==> config.mk <==
export PLATFORM = sky130hd
export DESIGN_NAME = fxalu
export DESIGN_NICKNAME = d
export VERILOG_FILES = /design/src/rtl/fxalu_pkg.sv /design/src/rtl/fxalu_opsel.sv /design/src/rtl/fxalu_adder.sv /design/src/rtl/fxalu_ccgen.sv /design/src/rtl/fxalu.sv
export SDC_FILE = /design/constraint.sdc
export NUM_CORES = 1
export LEC_CHECK = 0
export BUFFER_PORTS_ARGS = -buffer_cell sky130_fd_sc_hd__buf_4
export CAP_MARGIN = 20
export CORE_MARGIN = 5
export CORE_UTILIZATION = 32
export DETAILED_ROUTE_END_ITERATION = 10
export PLACE_DENSITY_LB_ADDON = 0.1
export REMOVE_ABC_BUFFERS = 1
export SYNTH_ARGS = -nofsm -noshare
export SYNTH_HDL_FRONTEND = slang
export SYNTH_HIERARCHICAL = 1
export SYNTH_SLANG_ARGS = --single-unit
==> constraint.sdc <==
create_clock -name clk -period 5.1 [get_ports clk]
set_input_delay 0.255 -clock clk [delete_from_list [all_inputs] [get_ports clk]]
set_output_delay 0.255 -clock clk [all_outputs]
set_load 0.05 [all_outputs]
==> src/rtl/fxalu_pkg.sv <==
// Package: op codes and condition-code constants shared by the ALU modules.
// Assumes a 3-bit op code; code 7 is reserved and treated as no operation.
package fxalu_pkg;

    typedef enum logic [2:0] {
        OP_ADD   = 3'd0,
        OP_SUB   = 3'd1,
        OP_ADDL  = 3'd2,
        OP_SUBL  = 3'd3,
        OP_LCOMP = 3'd4,
        OP_LNEG  = 3'd5,
        OP_LPOS  = 3'd6,
        OP_RSVD  = 3'd7
    } fx_op_e;

    localparam logic [1:0] CC_ZERO = 2'd0;
    localparam logic [1:0] CC_NEG  = 2'd1;
    localparam logic [1:0] CC_POS  = 2'd2;
    localparam logic [1:0] CC_OVF  = 2'd3;

    // True for the op codes that use the unsigned condition code.
    function automatic logic is_logical_op(input fx_op_e op);
        return (op == OP_ADDL) || (op == OP_SUBL);
    endfunction

    // True for the single-operand load op codes.
    function automatic logic is_load_op(input fx_op_e op);
        return (op == OP_LCOMP) || (op == OP_LNEG) || (op == OP_LPOS);
    endfunction

endpackage

==> src/rtl/fxalu_opsel.sv <==
// Operand selector: turns every op code into one adder pass a + b' + cin.
// Subtraction and negation invert b and inject a carry of one. Loads force a to zero.
// Assumes W >= 2. Pass-through loads present 0 + b with no carry, which cannot overflow.
module fxalu_opsel
    import fxalu_pkg::*;
#(
    parameter int W = 32
) (
    input  fx_op_e          op,
    input  logic [W-1:0]    a_in,
    input  logic [W-1:0]    b_in,
    output logic [W-1:0]    add_a,
    output logic [W-1:0]    add_b,
    output logic            add_cin,
    output logic            logical,
    output logic            legal
);

    logic b_neg;
    logic b_nonzero;
    logic negate;
    logic invert;

    // Classify operand b and decide whether a load must negate it.
    always_comb begin
        b_neg     = b_in[W-1];
        b_nonzero = |b_in;
        negate    = (op == OP_LCOMP)
                  | ((op == OP_LNEG) & ~b_neg & b_nonzero)
                  | ((op == OP_LPOS) & b_neg);
        invert    = (op == OP_SUB) | (op == OP_SUBL) | negate;
    end

    // Drive the adder inputs and the op class flags.
    always_comb begin
        add_a   = is_load_op(op) ? '0 : a_in;
        add_b   = invert ? ~b_in : b_in;
        add_cin = invert;
        logical = is_logical_op(op);
        legal   = (op != OP_RSVD);
    end

endmodule

==> src/rtl/fxalu_adder.sv <==
// Split adder: the low W-1 bits and the sign bit are added separately.
// This exposes both the carry into the sign position and the carry out of it.
// Assumes W >= 2.
module fxalu_adder #(
    parameter int W = 32
) (
    input  logic [W-1:0] x,
    input  logic [W-1:0] y,
    input  logic         cin,
    output logic [W-1:0] sum,
    output logic         c_sign,
    output logic         c_out
);

    localparam int LW = W - 1;

    logic [LW:0] low_sum;
    logic [1:0]  top_sum;

    // Add the numeric bits; the extra top bit is the carry into the sign.
    always_comb begin
        low_sum = {1'b0, x[LW-1:0]} + {1'b0, y[LW-1:0]} + {{LW{1'b0}}, cin};
        c_sign  = low_sum[LW];
    end

    // Add the sign bits plus the incoming carry.
    always_comb begin
        top_sum = {1'b0, x[W-1]} + {1'b0, y[W-1]} + {1'b0, c_sign};
        c_out   = top_sum[1];
        sum     = {top_sum[0], low_sum[LW-1:0]};
    end

endmodule

==> src/rtl/fxalu_ccgen.sv <==
// Condition-code generator. Signed class: overflow when the two sign carries
// disagree, otherwise zero / negative / positive. Logical class: {carry, nonzero}.
// Assumes the adder already applied any inversion for subtraction.
module fxalu_ccgen
    import fxalu_pkg::*;
#(
    parameter int W = 32
) (
    input  logic [W-1:0] sum,
    input  logic         c_sign,
    input  logic         c_out,
    input  logic         logical,
    output logic [1:0]   cc,
    output logic         ovf
);

    logic nonzero;

    // Classify the sum and select the code for the op class.
    always_comb begin
        nonzero = |sum;
        if (logical) begin
            ovf = 1'b0;
            cc  = {c_out, nonzero};
        end else begin
            ovf = c_out ^ c_sign;
            if (ovf)            cc = CC_OVF;
            else if (!nonzero)  cc = CC_ZERO;
            else if (sum[W-1])  cc = CC_NEG;
            else                cc = CC_POS;
        end
    end

endmodule

==> src/rtl/fxalu.sv <==
// Fixed-point ALU top: operand selection, one adder, code generation, output register.
// Assumes one operation per cycle, with no back-pressure. Results appear one edge later.
// The synchronous active-low reset clears all registered outputs.
module fxalu
    import fxalu_pkg::*;
#(
    parameter int W = 32
) (
    input  logic         clk,
    input  logic         rst_n,
    input  logic         issue,
    input  logic [2:0]   opcode,
    input  logic [W-1:0] opnd_a,
    input  logic [W-1:0] opnd_b,
    input  logic         ovf_mask,
    output logic         res_valid,
    output logic [W-1:0] res,
    output logic [1:0]   cc,
    output logic         ovf_irq
);

    localparam logic [W-1:0] MAX_NEG = {1'b1, {(W-1){1'b0}}};

    fx_op_e       op;
    logic [W-1:0] add_a, add_b, sum;
    logic         add_cin, logical, legal;
    logic         c_sign, c_out;
    logic [1:0]   cc_d;
    logic         ovf_d;
    logic         accept;

    assign op     = fx_op_e'(opcode);
    assign accept = issue & legal;

    fxalu_opsel #(.W(W)) u_opsel (
        .op      (op),
        .a_in    (opnd_a),
        .b_in    (opnd_b),
        .add_a   (add_a),
        .add_b   (add_b),
        .add_cin (add_cin),
        .logical (logical),
        .legal   (legal)
    );

    fxalu_adder #(.W(W)) u_adder (
        .x      (add_a),
        .y      (add_b),
        .cin    (add_cin),
        .sum    (sum),
        .c_sign (c_sign),
        .c_out  (c_out)
    );

    fxalu_ccgen #(.W(W)) u_ccgen (
        .sum     (sum),
        .c_sign  (c_sign),
        .c_out   (c_out),
        .logical (logical),
        .cc      (cc_d),
        .ovf     (ovf_d)
    );

    // Register the result, code, strobe and masked interrupt request.
    always_ff @(posedge clk) begin
        if (!rst_n) begin
            res_valid <= 1'b0;
            res       <= '0;
            cc        <= CC_ZERO;
            ovf_irq   <= 1'b0;
        end else begin
            res_valid <= accept;
            ovf_irq   <= accept & ovf_d & ovf_mask;
            if (accept) begin
                res <= sum;
                cc  <= cc_d;
            end
        end
    end

    AST_IRQ_WITH_CC3: assert property (@(posedge clk) disable iff (!rst_n)
        ovf_irq |-> (res_valid && cc == CC_OVF));
    AST_IRQ_NEEDS_MASK: assert property (@(posedge clk) disable iff (!rst_n)
        ovf_irq |-> $past(ovf_mask && issue));
    AST_LOGICAL_NO_IRQ: assert property (@(posedge clk) disable iff (!rst_n)
        (issue && (op == OP_ADDL || op == OP_SUBL)) |=> !ovf_irq);
    AST_STROBE_FOLLOWS_ISSUE: assert property (@(posedge clk) disable iff (!rst_n)
        res_valid |-> $past(issue && opcode != 3'd7));
    AST_RSVD_HOLDS: assert property (@(posedge clk) disable iff (!rst_n)
        (issue && op == OP_RSVD) |=> (!res_valid && $stable(cc) && $stable(res)));
    AST_LNEG_NONPOS: assert property (@(posedge clk) disable iff (!rst_n)
        (issue && op == OP_LNEG) |=> (res[W-1] || res == '0) && cc != CC_POS);
    AST_LCOMP_MAXNEG: assert property (@(posedge clk) disable iff (!rst_n)
        (issue && op == OP_LCOMP && opnd_b == MAX_NEG) |=> (res == MAX_NEG && cc == CC_OVF));
    AST_LPOS_MAXNEG: assert property (@(posedge clk) disable iff (!rst_n)
        (issue && op == OP_LPOS && opnd_b == MAX_NEG) |=> (res == MAX_NEG && cc == CC_OVF));

endmodule

==> out/results.ini <==
[floorplanning]
pin_count = 107
dieHeight_um = 140.2
row_count = 47
core_sq_um = 16580
die_x_um = 140.2
die-area_sq_um = 19660
start_util_pct = 32.72

[yosys]
synth.yosys.seq_area_share_pct = 13.28
synth_area_sq_um = 5426
ys.flop_type = dfxtp_1
synth-seq-cells = 36
syn_area_per_cell_sq_um = 7.730
synth_cell_types = 68
yosysWarnings = 6
netlist_instances = 702
synth_edf_count = 0
async_flop_share_pct = 0

[clock_tree]
cts-buffers-inserted = 5
cts_resized = 0
holdBufCountCts = 0
clockRootBuffer = clkbuf_16
numClockSinks = 36
clk_pin_slew_worst_paths_ns = 0.05
cts_tree = built
clkLatencyLatePin_ns = 0.28
cts.path.max_buffers = 2
cts_max_level = 2

[timing]
tightest_slew_ns = 0.6675
rsz0062_at_grt = no
setup_viol = 0
fmax_mhz = 212.8
relSlewSlack_pct = 55.24
whs_ns = 0.2010
fin_worst_skew_ns = 0
period_minus_slack_ns = 4.700
period_share_pct = 92.15
hold_viol_final = 0
drv_slew = 0

[cells_and_area]
drive_above_1_share_pct = 29.99
utilization_pct = 39.09
fin_cells = 997
fin_nets = 880
multi_input_area_sq_um = 4118
regArea_sq_um = 720.7
synthToLayoutAreaGrowth_pct = 19.46
n_antenna_cell = 0
fillCellCount = 1791

[grt]
grt_pass1_vias = 5696
overflow = 0
grt_max_degree = 70
grt_pass1_wl_um = 28850
grt_antenna_before_repair = 0
grt_usage_pct = 17.37

[drt]
drtIter0Drc = 320
dr_total_vias = 5692
drt-total-wl_um = 17510
drcViolationCount = 0
viasPerCell = 5.709
drt_first_pass_iters = 4
wl_per_cell_um = 17.56
postRouteAntennaNets = 0

[critical_path]
endpoint_kind = register
crit_type = in2reg
worst_setup_path_start_kind = input port
worstPathCellList = buf_4 > nand2b_2 > o21ai_4 > nor2_4 > buf_4 > a211oi_2 > ha_1 > a211oi_1 > and2_1 > a221oi_2 > a311oi_2 > o41ai_2 > a21oi_1 > xnor2_1 > nor4_1 > nand4_1 > o21ai_1 > nand3_1 > nand4_1 > o21ai_0
slowest_delay_ns = 0.55
cp.arrival_ns = 4.84
slowest_stage = o41ai_2
crit_required_ns = 5.24
worstPathMaxFanout = 24

[pwr]
peakVddDrop_mv = 0.1502
p_leak_nw = 2.613
p_per_area_nw_per_um2 = 257.3

[placed_design]
hpwl_um = 13680
routabilityCongestion = 0.8466
dp.cells = 987
portBuffers = 106

[status]
status = completed

[run]
maxCapViolations = 0

[hold_path]
min_path_type = in2reg

==> metrics by stage <==
stage          power [mW]   TNS, ns  setup slack (ns)  area [sq um]
3_5_place_dp        1.372  -0.03179          -0.03179          6321
5_1_grt             1.788         0           0.05782          6482
6_report            1.668         0            0.4001          6482
4_1_cts             1.688         0            0.2362          6467
3_3_place_gp        1.365  -0.08314          -0.05454          6321
2_1_floorplan       1.044    -3.442           -0.9607          4984
==> flip-flops by register name, indices dropped and copies added, names as in the netlist <==
name / cells
res_valid: 1
res: 32
ovf_irq: 1
cc: 2
==> where the power goes <==
part / total [mW] / internal (mW) / switching [mW]
Sequential: 0.347 / 0.324 / 0.0231
Combinational: 1.01 / 0.379 / 0.636
Clock: 0.306 / 0.195 / 0.112
Total: 1.67 / 0.898 / 0.770
==> final cells by class <==
cell class | count | share of cell area [%]
multi-input combinational | 552 | 63.52
timing repair buffer | 138 | 16.37
sequential | 36 | 11.12
tap | 220 | 4.246
inverter | 43 | 2.490
clock buffer | 8 | 2.258
==> worst max-delay path: cells and delay by family <==
family	cells	cell delay [ns]
AO/OA/AOI/OAI	9	1.78
adder cells (fa/ha/maj)	1	0.43
AND/OR/NAND/NOR	7	1.75
XOR/XNOR	1	0.19
buffers and inverters	2	0.41
==> path summary, 6_finish.rpt <==
| path | start | endpoint | slack, ns | cells after the start |
|---|---|---|---|---|
| hold reg to reg | res[31] | res[31] | 0.46 | 2 |
| setup / recovery | opcode[2] | cc[1] | 0.40 | 20 |
| hold / removal | ovf_mask | ovf_irq | 0.20 | 2 |
| setup reg to reg | res[14] | res[14] | 4.46 | 2 |
==> Yosys cell counts, types with 4 or more instances <==
cell	n	area share (%)
nand4_1	72	8.3
nand2_1	53	3.7
inv_1	43	3.0
nor3_1	37	3.4
dfxtp_1	36	13
a211oi_2	33	7.6
o211ai_1	32	4.4
o2111ai_1	31	5.0
o21ai_2	31	5.0
ha_1	30	6.9
clkbuf_1	27	1.9
and2b_1	25	3.5
a21oi_1	24	2.2
xnor2_1	21	3.4
buf_2	18	1.7
o21ai_0	18	1.7
nor4_1	14	1.6
a21o_1	13	1.8
buf_6	13	2.7
nor2_1	13	0.90
nor2b_1	13	1.5
a31oi_1	10	1.2
buf_4	10	1.4
nand3_1	9	0.83
xor2_1	8	1.3
a211oi_1	4	0.55
and2_1	4	0.46
o21a_1	4	0.55
o21bai_1	4	0.55
==> repair_timing <==
action	4_1_cts	5_1_grt
setup endpoints to repair	0	2
endpoints found under the hold margin	0	0
buffers inserted	0	2
==> cells in the final DEF, fill, tap and decap left out, types with 25 or more instances in the layout <==
| cell | synthesis | routed |
|---|---|---|
| dfxtp_1 | 36 | 36 |
| ha_1 | 30 | 30 |
| o2111ai_1 | 31 | 31 |
| a211oi_2 | 33 | 33 |
| nand4_1 | 72 | 72 |
| o211ai_1 | 32 | 32 |
| nand2_1 | 53 | 53 |
| inv_1 | 43 | 43 |
| and2b_1 | 25 | 25 |
| o21ai_2 | 31 | 31 |
| nor3_1 | 37 | 37 |
| buf_4 | 10 | 136 |
==> metal layers <==
metal	wire (um)	track usage, %	vias to the layer above
li1	-	-	2838
met1	8001	23.25	2680
met2	8366	29.61	154
met3	846	2.795	20
met4	293	3.417	0
met5	0	0	-
==> cell families (layout without fill, tap and decap cells) <==
logic type / count (synthesis) / after routing / share of synthesized area, %
and+or+nand+nor: 261 / 261 / 27.83
AOI/OAI and AO/OA: 229 / 229 / 35.05
buffers and inverters: 114 / 189 / 11.14
DFF: 36 / 36 / 13.28
adders and majority gates: 33 / 33 / 8.024
xor gates and xnor gates: 29 / 29 / 4.681
Note: power is estimated with default switching activity, not from simulation.
